**config.mk**
```make
export PLATFORM = sky130hd
export DESIGN_NAME = seq_erase_queue
export DESIGN_NICKNAME = d
export VERILOG_FILES = /design/src/rtl/seq_pkg.sv /design/src/rtl/seq_sector_dec.sv /design/src/rtl/seq_win_timer.sv /design/src/rtl/seq_erase_queue.sv
export SDC_FILE = /design/constraint.sdc
export NUM_CORES = 1
export LEC_CHECK = 0
export CORE_ASPECT_RATIO = 0.6
export CORE_MARGIN = 2
export CORE_UTILIZATION = 55
export CTS_BUF_LIST = sky130_fd_sc_hd__clkbuf_4
export DETAILED_ROUTE_END_ITERATION = 8
export DONT_BUFFER_PORTS = 1
export MAX_ROUTING_LAYER = met4
export PLACE_DENSITY = 0.74
export SLEW_MARGIN = 20
export SYNTH_ARGS = -nofsm -noshare
export SYNTH_HDL_FRONTEND = slang
export SYNTH_SLANG_ARGS = --single-unit
export TNS_END_PERCENT = 1
```
**constraint.sdc**
```tcl
create_clock -name clk -period 2.3 [get_ports clk]
set_input_delay 0.115 -clock clk [delete_from_list [all_inputs] [get_ports clk]]
set_output_delay 0.115 -clock clk [all_outputs]
set_load 0.03 [all_outputs]
```
**src/rtl/seq_pkg.sv**
```systemverilog
package seq_pkg;

    typedef enum logic [1:0] {
        Q_IDLE  = 2'd0,
        Q_OPEN  = 2'd1,
        Q_ERASE = 2'd2
    } q_state_e;

endpackage

```
**src/rtl/seq_sector_dec.sv**
```systemverilog
module seq_sector_dec #(
    parameter int NUM_SECT = 8,
    parameter int SECT_W   = $clog2(NUM_SECT)
) (
    input  logic [SECT_W-1:0]   sect_idx,
    output logic [NUM_SECT-1:0] onehot
);

    // One compare per sector; the index range covers exactly NUM_SECT bits.
    for (genvar g = 0; g < NUM_SECT; g++) begin : g_sect
        assign onehot[g] = (sect_idx == SECT_W'(g));
    end

endmodule

```
**src/rtl/seq_win_timer.sv**
```systemverilog
module seq_win_timer #(
    parameter int WIN_CYC = 10000
) (
    input  logic clk,
    input  logic rst_n,
    input  logic load,
    input  logic run,
    output logic expired
);

    localparam int              CNT_W = $clog2(WIN_CYC + 1);
    localparam logic [CNT_W-1:0] LOAD  = CNT_W'(WIN_CYC - 1);

    logic [CNT_W-1:0] cnt_d, cnt_q;

    always_comb begin
        cnt_d = cnt_q;
        if (load) begin
            cnt_d = LOAD;
        end else if (run && cnt_q != '0) begin
            cnt_d = cnt_q - CNT_W'(1);
        end
    end

    always_ff @(posedge clk or negedge rst_n) begin
        if (!rst_n) begin
            cnt_q <= '0;
        end else begin
            cnt_q <= cnt_d;
        end
    end

    assign expired = (cnt_q == '0);

    // a restart always brings the full window back.
    p_reload_full_r5: assert property (@(posedge clk) disable iff (!rst_n)
        load |=> (cnt_q == LOAD));

    // the window shrinks by exactly one per running cycle.
    p_count_down_r3: assert property (@(posedge clk) disable iff (!rst_n)
        (run && !load && cnt_q != '0) |=> (cnt_q == $past(cnt_q) - CNT_W'(1)));

endmodule

```
**src/rtl/seq_erase_queue.sv**
```systemverilog
module seq_erase_queue
    import seq_pkg::*;
#(
    parameter int NUM_SECT = 8,
    parameter int SECT_W   = $clog2(NUM_SECT),
    parameter int CLK_MHZ  = 125,
    parameter int WIN_US   = 80
) (
    input  logic                clk,
    input  logic                rst_n,
    input  logic                sec_cmd_vld,
    input  logic [SECT_W-1:0]   sect_addr,
    input  logic                other_cmd_vld,
    input  logic                we_fall,
    input  logic                erase_done,
    output logic [NUM_SECT-1:0] sel_mask,
    output logic                erase_start,
    output logic                win_open,
    output logic                abort
);

    localparam int WIN_CYC = CLK_MHZ * WIN_US;

    typedef struct packed {
        q_state_e            st;
        logic [NUM_SECT-1:0] mask;
        logic                start;
        logic                abort;
    } ctl_t;

    ctl_t                ctl_d, ctl_q;
    logic [NUM_SECT-1:0] sect_bit;
    logic                t_load;
    logic                t_expired;

    seq_sector_dec #(
        .NUM_SECT (NUM_SECT),
        .SECT_W   (SECT_W)
    ) i_dec (
        .sect_idx (sect_addr),
        .onehot   (sect_bit)
    );

    seq_win_timer #(
        .WIN_CYC (WIN_CYC)
    ) i_timer (
        .clk     (clk),
        .rst_n   (rst_n),
        .load    (t_load),
        .run     (ctl_q.st == Q_OPEN),
        .expired (t_expired)
    );

    always_comb begin
        ctl_d       = ctl_q;
        ctl_d.start = 1'b0;
        ctl_d.abort = 1'b0;
        t_load      = 1'b0;
        unique case (ctl_q.st)
            Q_IDLE: begin
                if (sec_cmd_vld) begin
                    ctl_d.mask = sect_bit;
                    ctl_d.st   = Q_OPEN;
                    t_load     = 1'b1;
                end
            end
            Q_OPEN: begin
                if (other_cmd_vld) begin
                    // foreign command wins over everything in the window
                    ctl_d.mask  = '0;
                    ctl_d.abort = 1'b1;
                    ctl_d.st    = Q_IDLE;
                end else if (sec_cmd_vld || we_fall) begin
                    // restart keeps the window open even on its last cycle
                    if (sec_cmd_vld) begin
                        ctl_d.mask = ctl_q.mask | sect_bit;
                    end
                    t_load = 1'b1;
                end else if (t_expired) begin
                    ctl_d.start = 1'b1;
                    ctl_d.st    = Q_ERASE;
                end
            end
            Q_ERASE: begin
                if (erase_done) begin
                    ctl_d.mask = '0;
                    ctl_d.st   = Q_IDLE;
                end
            end
            default: begin
                ctl_d.mask = '0;
                ctl_d.st   = Q_IDLE;
            end
        endcase
    end

    always_ff @(posedge clk or negedge rst_n) begin
        if (!rst_n) begin
            ctl_q <= '{st: Q_IDLE, mask: '0, start: 1'b0, abort: 1'b0};
        end else begin
            ctl_q <= ctl_d;
        end
    end

    assign sel_mask    = ctl_q.mask;
    assign erase_start = ctl_q.start;
    assign win_open    = (ctl_q.st == Q_OPEN);
    assign abort       = ctl_q.abort;

    // an open window always has at least one sector queued.
    p_open_has_sector_r2: assert property (@(posedge clk) disable iff (!rst_n)
        win_open |-> (sel_mask != '0));

    // start and open status never overlap.
    p_start_closed_r3: assert property (@(posedge clk) disable iff (!rst_n)
        !(win_open && erase_start));

    // the start pulse lasts one cycle and carries a selection.
    p_start_pulse_r7: assert property (@(posedge clk) disable iff (!rst_n)
        erase_start |=> !erase_start);
    p_start_mask_r7: assert property (@(posedge clk) disable iff (!rst_n)
        erase_start |-> (sel_mask != '0));

    // abort leaves nothing queued and the window closed.
    p_abort_clear_r6: assert property (@(posedge clk) disable iff (!rst_n)
        abort |-> (sel_mask == '0 && !win_open));

    // abort only follows an open window.
    p_abort_from_open_r10: assert property (@(posedge clk) disable iff (!rst_n)
        abort |-> $past(win_open));

    // a running erase keeps its selection until done.
    p_erase_hold_r8: assert property (@(posedge clk) disable iff (!rst_n)
        (!win_open && sel_mask != '0 && !erase_done) |=> $stable(sel_mask));

endmodule

```
==> metrics.md <==
| Metric | Value |
|---|---|
| Die H | 43.1 um |
| YS warnings | 0 |
| First-pass GRT wire length | roughly 5.5 mm |
| Max-Cap Viols | 0 |
| Critical-path cell list | inv_1 > ha_1 > or4b_1 > a2111oi_2 > and3_1 > o21ai_1 |
| Fin util | 0.619 |
| Clock share of power | 0.227 |
| Slowest CP cell | or4b_1 |
| Critical path class | flip-flop to flip-flop |
| Placer Congestion | 0.893 |
| Die area | 0.00298 mm^2 |
| GRT Total Usage | 0.247 |
| I/O Pins | 20 |
| Pins over their slew limit | 0 |
| EDFF count, synth | 0 |
| Final number of setup-violating endpoints | 0 |
| Core area | 0.00245 mm^2 |
| CTS clk-pin slew, worst paths | 130 ps |
| Outcome | finished, final reports clean |
| Cells after DPL | 168 |
| CP startpoint kind | flip-flop |
| Initial Utilization | 0.570 |
| Fillers | 229 |
| Cell area after placement | 0.00138 mm^2 |
| Die Wd | between 60 and 70 um |
| Postcts setup bufs | 0 |
| Vias in the first global route | 1163 |
| DRT iter0 DRCs | 146 |
| Design area | roughly 0.0015 mm^2 |
| Reg area | 651 um^2 |
| Initial antenna violation count | 0 |
| Worst hold path depth | 2 |
| Antenna viol nets, final | 0 |
| Register area share after synthesis | 0.465 |
| Worst slew margin | 0.649 |
| Netlist cell types | between 40 and 50 |
| Leak | around 0.6 nW |
| Clock period minus worst slack | 2230 ps |
| Mapped Nets | 155 |
| DR vias | 1151 |
| Htree depth | 1 |
| Psw | 0.262 mW |
| Post-Syn Area | 0.00140 mm^2 |
| Most common cell after layout, fill and taps aside | dfrtp_1 |
| Slowest stage delay, CP | about 530 ps |
| # rows | 14 |
| Worst endpoint data arrival time | 2440 ps |
| Depth of the most critical reg-to-reg path | 6 |
| Worst Setup Slack, final | 70.5 ps |
| Number of buffers and inverters on the critical path | 1 |
| Critical Path RT | about 2500 ps |
| Area of the multi-input gates | between 600 and 700 um^2 |
| Count of input and output buffers | 0 |
| Final Hold Fails | 0 |
| Clk Tree Root Cell | clkbuf_4 |
| Register share of total power | 0.615 |
| WL/cell | 17.3 um |
| Post-Syn Instances | around 150 |
| Ys async rst share | 1.00 |
| Layout cells sized above 1 | 0.114 |
| Top delay family on crit path | simple AND/OR/NAND/NOR gates |
| Crit path depth | 6 |
| Final Non-Filler Cells | ~180 |
| Clock Sinks | 26 |
| CTS Buf Count | 3 |
| RSZ-0062 raised after global routing | true |
| WL final | around 3.1 mm |
| Hold WC Path Type | input pin to flip-flop |
| Worst-path fanout max | 7 |
| Ant diodes | 0 |
| Setup TNS | 0 ps |
| Pre-CTS setup slack | between 100 and 150 ps |
| Worst skew pair latency | 320 ps |
| Switching fraction of total power | 0.306 |
| Mean Syn Cell Area | 9.65 um^2 |
| DR vias/cell | 6.36 |
| Internal Pwr Total | about 0.59 mW |
| Most frequent cells in the layout | dfrtp_1, nand2_1, a21oi_1 |
| Clock skew | between 6 and 7 ps |
| Worst-margin pin slew | 522 ps |
| CP endpoint kind | flip-flop |
| Fmax | about 0.45 GHz |
| Pin count of the biggest net entering global routing | 27 |
| Register bit total from synthesis | 26 |
| Gate power share | 0.159 |
| Post-route clock period utilization | 0.969 |
| Max IR drop VDD | approximately 0.50 mV |
| Prevailing post-synth register cell | dfrtp_1 |
| Clock buffer depth | 2 |
| DR pass1 iterations | 4 |
| Synth-to-layout area growth | 8.50% |
| Hpwl dp | 2.22 mm |
| Aggregate global routing overflow | 0 |
| DRC violation count after routing | 0 |
| CTS tree | built |
| Final net count | between 150 and 200 |
| Power per Cell Area | 563 mW/mm^2 |
-- through the flow --
stage          hold slack [ps]  power [mW]
2_1_floorplan             -181       0.621
3_3_place_gp              -180       0.631
6_report                  53.7       0.854
5_1_grt                   36.2       0.909
4_1_cts                   38.4       0.860
3_5_place_dp              -180       0.638
-- power by group through the flow --
stage	clock (mW)	sequential (mW)	combinational (mW)
after floorplan	0	0.508	0.112
after global placement	0	0.530	0.101
final	0.194	0.525	0.136
after CTS	0.203	0.524	0.132
after detailed placement	0	0.533	0.105
after global routing	0.228	0.528	0.153
-- sequential cells by signal, indices dropped and copies added (netlist names) --
register       count
abort              1
ctl_q              2
erase_start        1
i_timer.cnt_q     14
sel_mask           8
-- repair_timing --
| action | 4_1_cts | 5_1_grt |
|---|---|---|
| endpoints found under the hold margin | 38 | 0 |
| gates resized for setup | 0 | 2 |
| setup endpoints to repair | 0 | 8 |
| hold buffers | 9 | 0 |
-- cell type report --
class,count,area share
Multi-Input combinational cell,105,0.447
Sequential cell,26,0.429
Timing Repair Buffer,10,0.0709
Tap cell,32,0.0264
Clock buffer,3,0.0148
Inverter,4,0.00989
Clock inverter,1,0.00247
-- per-layer routing --
layer,vias up,global-route usage,part of all wire,wire [um]
li1,543,-,-,-
met5,-,-,0,0
met3,4,0.0641,0.062,194
met2,40,0.379,0.46,1440
met1,564,0.329,0.47,1460
met4,0,0.0667,0.013,40
-- kinds of logic (layout without fill, tap and decap cells) --
| logic type | after synthesis | in the layout | synth area share |
|---|---|---|---|
| flip-flops | 26 | 26 | 0.465 |
| AO/OA/AOI/OAI | 35 | 35 | 0.158 |
| XOR/XNOR | 1 | 1 | 0.00626 |
| adder cells (fa/ha/maj) | 1 | 1 | 0.00894 |
| multiplexers | 2 | 2 | 0.0152 |
| AND/OR/NAND/NOR | 66 | 66 | 0.287 |
| buffers and inverters | 14 | 18 | 0.0590 |
-- path summary, 6_finish.rpt --
| kind | from | to | slack [ps] |
|---|---|---|---|
| hold / removal | sect_addr[2] | sel_mask[5] | 50 |
| setup reg to reg | i_timer.cnt_q[0] | i_timer.cnt_q[10] | 70 |
| max in group asynchronous | rst_n | i_timer.cnt_q[5] | 1940 |
| min in group asynchronous | rst_n | i_timer.cnt_q[12] | 200 |
| hold reg to reg | i_timer.cnt_q[7] | i_timer.cnt_q[7] | 630 |
| setup / recovery | i_timer.cnt_q[0] | i_timer.cnt_q[10] | 70 |
-- synthesized netlist by cell type, drive strengths merged (3+ instances only) --
master  count  area, um^2
o31ai       6        45.0
nor3        4        31.3
nand2b      3        18.8
a21oi       9        45.0
dfrtp      26         651
nor2        8        30.0
o21ai      12        60.1
and3        4        26.3
nand3       6        30.0
or4         5        37.5
buf         8        60.1
inv         4        15.0
nand2      17        63.8
No activity file was read; power rests on OpenSTA's default activity.
